File: src/rtl/dma_wc_ba_pkg.sv
package dma_wc_ba_pkg;
  localparam int unsigned DATA_W = 16;
  localparam int unsigned LANE_W = 8;
  localparam int unsigned N_LANE = DATA_W / LANE_W;
  localparam int unsigned N_SRC  = 2;
  localparam int unsigned SRC_CNT = 0;
  localparam int unsigned SRC_ADR = 1;
endpackage

File: src/rtl/dma_lane_counter.sv
module dma_lane_counter #(
  parameter int unsigned W      = 16,
  parameter int unsigned LANE_W = 8,
  localparam int unsigned NL    = W / LANE_W
) (
  input  logic          clk,
  input  logic          rst_n,
  input  logic [W-1:0]  d,
  input  logic [NL-1:0] ld_lane,
  input  logic          inc_en,
  input  logic [W-1:0]  step,
  output logic [W-1:0]  q,
  output logic          wrap
);
  logic [W-1:0] q_r;
  logic [W-1:0] q_nxt;
  logic [W-1:0] sum;
  logic         carry;

  always_comb begin
    {carry, sum} = {1'b0, q_r} + {1'b0, step};
  end

  generate
    for (genvar g = 0; g < NL; g++) begin : g_lane
      always_comb begin
        if (ld_lane[g])
          q_nxt[g*LANE_W +: LANE_W] = d[g*LANE_W +: LANE_W];
        else if (inc_en)
          q_nxt[g*LANE_W +: LANE_W] = sum[g*LANE_W +: LANE_W];
        else
          q_nxt[g*LANE_W +: LANE_W] = q_r[g*LANE_W +: LANE_W];
      end
    end
  endgenerate

  always_ff @(posedge clk or negedge rst_n) begin
    if (!rst_n) q_r <= '0;
    else        q_r <= q_nxt;
  end

  assign q    = q_r;
  assign wrap = inc_en & carry;

  assert_hold_R2: assert property (@(posedge clk) disable iff (!rst_n)
    (ld_lane == '0 && !inc_en) |=> $stable(q));
endmodule

File: src/rtl/dma_rd_or.sv
module dma_rd_or #(
  parameter int unsigned W = 16,
  parameter int unsigned N = 2
) (
  input  logic [N-1:0][W-1:0] src,
  input  logic [N-1:0]        gate,
  output logic [W-1:0]        bus
);
  always_comb begin
    bus = '0;
    for (int i = 0; i < N; i++)
      if (gate[i]) bus = bus | src[i];
  end
endmodule

File: src/rtl/dma_wc_ba.sv
module dma_wc_ba
  import dma_wc_ba_pkg::*;
(
  input  logic        clk,
  input  logic        rst_n,
  input  logic [15:0] data_in,
  input  logic        ld_cnt_hi,
  input  logic        ld_cnt_lo,
  input  logic        ld_adr_hi,
  input  logic        ld_adr_lo,
  input  logic        xfer_done,
  input  logic        byte_mode,
  input  logic        xfer_en,
  input  logic        rd_cnt,
  input  logic        rd_adr,
  output logic [15:0] data_out,
  output logic [15:0] addr_out,
  output logic        cnt_ovf,
  output logic        xfer_req
);
  logic [DATA_W-1:0] cnt_q;
  logic [DATA_W-1:0] adr_q;
  logic [DATA_W-1:0] adr_step;
  logic              cnt_wrap;
  logic              adr_wrap;
  logic              step_en;
  logic              cnt_wr;
  logic              ovf_r;
  logic              ovf_nxt;
  logic [N_SRC-1:0][DATA_W-1:0] rd_src;
  logic [N_SRC-1:0]             rd_gate;

  assign step_en  = xfer_done & ~ovf_r;
  assign cnt_wr   = ld_cnt_hi | ld_cnt_lo;
  assign adr_step = byte_mode ? DATA_W'(1) : DATA_W'(2);

  dma_lane_counter #(.W(DATA_W), .LANE_W(LANE_W)) u_cnt (
    .clk     (clk),
    .rst_n   (rst_n),
    .d       (data_in),
    .ld_lane ({ld_cnt_hi, ld_cnt_lo}),
    .inc_en  (step_en),
    .step    (DATA_W'(1)),
    .q       (cnt_q),
    .wrap    (cnt_wrap)
  );

  dma_lane_counter #(.W(DATA_W), .LANE_W(LANE_W)) u_adr (
    .clk     (clk),
    .rst_n   (rst_n),
    .d       (data_in),
    .ld_lane ({ld_adr_hi, ld_adr_lo}),
    .inc_en  (step_en),
    .step    (adr_step),
    .q       (adr_q),
    .wrap    (adr_wrap)
  );

  always_comb begin
    if (cnt_wr)        ovf_nxt = 1'b0;
    else if (cnt_wrap) ovf_nxt = 1'b1;
    else               ovf_nxt = ovf_r;
  end

  always_ff @(posedge clk or negedge rst_n) begin
    if (!rst_n) ovf_r <= 1'b0;
    else        ovf_r <= ovf_nxt;
  end

  assign rd_src[SRC_CNT]  = cnt_q;
  assign rd_src[SRC_ADR]  = adr_q;
  assign rd_gate[SRC_CNT] = rd_cnt;
  assign rd_gate[SRC_ADR] = rd_adr;

  dma_rd_or #(.W(DATA_W), .N(N_SRC)) u_rd (
    .src  (rd_src),
    .gate (rd_gate),
    .bus  (data_out)
  );

  assign addr_out = adr_q;
  assign cnt_ovf  = ovf_r;
  assign xfer_req = xfer_en & ~ovf_r;

  logic unused_adr_wrap;
  assign unused_adr_wrap = adr_wrap;

  assert_inc_R3: assert property (@(posedge clk) disable iff (!rst_n)
    (xfer_done && !cnt_ovf && !cnt_wr) |=> cnt_q == $past(cnt_q) + 16'd1);
  assert_wrap_zero_R4: assert property (@(posedge clk) disable iff (!rst_n)
    $rose(cnt_ovf) |-> cnt_q == 16'd0);
  assert_freeze_R5: assert property (@(posedge clk) disable iff (!rst_n)
    (cnt_ovf && !cnt_wr && !ld_adr_hi && !ld_adr_lo) |=> ($stable(cnt_q) && $stable(addr_out)));
  assert_clear_R6: assert property (@(posedge clk) disable iff (!rst_n)
    cnt_wr |=> !cnt_ovf);
  assert_adr_step_R7: assert property (@(posedge clk) disable iff (!rst_n)
    (xfer_done && !cnt_ovf && !ld_adr_hi && !ld_adr_lo) |=>
      addr_out == $past(addr_out) + ($past(byte_mode) ? 16'd1 : 16'd2));
endmodule

File: config.mk
export PLATFORM = sky130hd
export DESIGN_NAME = dma_wc_ba
export DESIGN_NICKNAME = d
export VERILOG_FILES = /design/src/rtl/dma_wc_ba_pkg.sv /design/src/rtl/dma_lane_counter.sv /design/src/rtl/dma_rd_or.sv /design/src/rtl/dma_wc_ba.sv
export SDC_FILE = /design/constraint.sdc
export NUM_CORES = 1
export LEC_CHECK = 0
export BUFFER_PORTS_ARGS = -buffer_cell sky130_fd_sc_hd__buf_4
export CAP_MARGIN = 20
export CORE_ASPECT_RATIO = 2
export CORE_MARGIN = 5
export CORE_UTILIZATION = 52
export DETAILED_ROUTE_END_ITERATION = 16
export PLACE_DENSITY = 0.8
export SYNTH_ARGS = -nofsm -noshare
export SYNTH_HDL_FRONTEND = slang
export SYNTH_SLANG_ARGS = --single-unit
File: constraint.sdc
create_clock -name clk -period 2.1 [get_ports clk]
set_clock_uncertainty 0.15 [all_clocks]
set_input_delay 0.105 -clock clk [delete_from_list [all_inputs] [get_ports clk]]
set_output_delay 0.105 -clock clk [all_outputs]
set_load 0.02 [all_outputs]
==> impl_metrics.tcl <==
set metrics [dict create \
    status "completed" \
    clock_sinks 33 \
    cp-start-kind "input pin" \
    synth-seq-cells 33 \
    hpwlAfterDp_um 4779 \
    power.density_mw_per_mm2 678.6 \
    finalCritPeriodShare 0.9616 \
    clock_latency_ns 0.29 \
    port_buffers 60 \
    slew_headroom 0.6998 \
    cts_tree "done" \
    io_pins 61 \
    gp_congestion 0.8413 \
    clock_path_buffers 2 \
    ys_types 36 \
    p_leak_nw 1.260 \
    diodes 0 \
    drt_wl_total_um 7059 \
    fp.dieW_um 54.93 \
    path_max_fanout 17 \
    yosys-top-cells-area "dfrtp_1 39%, nand2_1 7.3%, xnor2_1 7.1%, a22o_1 6.7%, o21ai_0 6.7%" \
    dieArea_mm2 0.005485 \
    ir_drop_v 0.0006219 \
    clkTransAtPathRegs_ns 0.07 \
    ys.flop_type "dfrtp_1" \
    antenna_found_initial 0 \
    worstHoldPathType "input pin to flop" \
    synth_area_leader_cell "dfrtp_1" \
    utilization 0.7713 \
    die_h_um 99.86 \
    grt_max_degree 34 \
    post-synth-top-count-cell "nand2_1" \
    layout-drive-gt1-share 0.2539 \
    core_area_mm2 0.003884 \
    synth.cell_area_mm2 0.002100 \
    final-setup-viol-count 0 \
    yosys-top-cells-count "41 x nand2_1, 33 x dfrtp_1, 28 x o21ai_0" \
    power_mw 2.033 \
    track_usage 0.2698 \
    fin_nets 349 \
    grt_pass1_wl_um 10600 \
    postSynthCellCount 234 \
    start_util 0.5406 \
    cp_data_required_time_ns 2.13 \
    max_freq_ghz 0.4952 \
    seq_area_frac_synth 0.3933 \
    end_kind "flop" \
    worst_pin_slew_ns 0.4469 \
    vias 2198 \
    dr.first_iter.drc_count 72 \
    fp-row-count 32 \
    hold_slack_ns 0.06529 \
    first_pass_iters 4 \
    numCtsBuffers 5 \
    crit_type "input pin to flop" \
    min_period_ns 2.019 \
    antenna_left 0 \
    area_growth_pct 42.67 \
    hold_viol 0 \
    maxCapViolations 0 \
    async_flop_share 1.000 \
    arrival_ns 2.05 \
    drc_errors 0 \
    grt_pass1_vias 2183 \
    synth_fp_nets 265 \
    avgSynthCellArea_um2 8.972 \
    cts_root_buf "clkbuf_8" \
    ys.warnings.count 0 \
    grt-ovfl-total 0 \
    h-tree-depth 2 \
    viasPerCell 5.941 \
    report.final.slew_viol_count 0 \
    wl_per_cell_um 19.08 \
    yosysTopAreaCellShare 0.3933 \
    synth_edf_count 0 \
]
==> layer usage <==
metal	up-vias	GRT usage	routed length [um]
li1	1014	-	-
met1	1019	0.2751	2372
met2	121	0.4644	3726
met3	44	0.03715	411
met4	0	0.1985	550
met5	-	0	0
==> area by class of cell <==
cell class | instances | area, um^2
clock buffers | 7 | 86.33
clock inverters | 1 | 30.03
fillers | 289 | 888.4
inverters | 5 | 18.77
multi-input cells | 183 | 1216
flip-flops and latches | 33 | 829.5
well taps | 51 | 63.81
repair buffers | 90 | 750.7
==> path summary, 6_finish.rpt <==
check | to | depth (start not counted) | startpoint | slack (ns)
max | u_cnt.q[6] | 6 | ld_cnt_lo | 0.08
min | cnt_ovf | 3 | xfer_done | 0.07
max reg2reg | u_cnt.q[6] | 6 | u_cnt.q[0] | 0.09
min reg2reg | u_adr.q[14] | 2 | u_adr.q[14] | 0.49
max in group asynchronous | cnt_ovf | 2 | rst_n | 1.31
min in group asynchronous | u_adr.q[3] | 2 | rst_n | 0.16
==> layout by cell type, fill, tap and decap left out, types with 5 or more instances in the layout <==
cell	n
a22o_1	16
buf_4	61
nor2b_1	5
mux2i_1	7
xnor2_1	17
dlygate4sd3_1	27
inv_1	5
clkbuf_8	6
nand4_1	6
o21ai_0	28
nand2_1	41
nor4_1	9
nand3_1	12
nor3_1	9
xor2_1	6
dfrtp_1	30
==> timing repair <==
item                                    CTS  global route
gates resized for setup                   0             9
endpoints found under the hold margin    66             0
setup buffers                             0             2
endpoints found under the setup margin    0             4
hold buffers                             28             0
==> critical path: stages <==
cell and delay [ns]:
dlygate4sd3_1 0.55, buf_6 0.16, nand2_1 0.07, dlygate4sd3_1 0.54, o21ai_0 0.07, dlygate4sd3_1 0.55
==> sequential cells by signal, indices dropped and copies added (netlist names) <==
register  cells
u_adr.q      16
u_cnt.q      16
cnt_ovf       1
==> power by group <==
group / total [mW] / switching [mW] / internal [mW]
combinational: 0.590 / 0.309 / 0.281
clock: 0.624 / 0.237 / 0.387
sequential: 0.819 / 0.118 / 0.701
total: 2.03 / 0.664 / 1.37
==> cell families (layout without fill, tap and decap cells) <==
family / after synthesis / in the layout / synth area share
flops: 33 / 33 / 0.3933
compound gates: 50 / 50 / 0.1549
simple gates: 99 / 99 / 0.2598
xor+xnor: 23 / 23 / 0.09595
fa+ha+maj: 4 / 4 / 0.02742
buf+inv: 18 / 103 / 0.03516
mux: 7 / 7 / 0.03337
==> metrics by stage <==
step                worst slack, ns  std cells  cell area, um^2   TNS [ns]
global placement             0.3062        333             2566          0
CTS                         0.02352        369             2963          0
detailed placement           0.1837        333             2566          0
floorplan                    0.2555        234             2100          0
global route              -0.007828        370             2995  -0.007828
finish                      0.08060        370             2995          0
(Power assumes the default switching activity.)
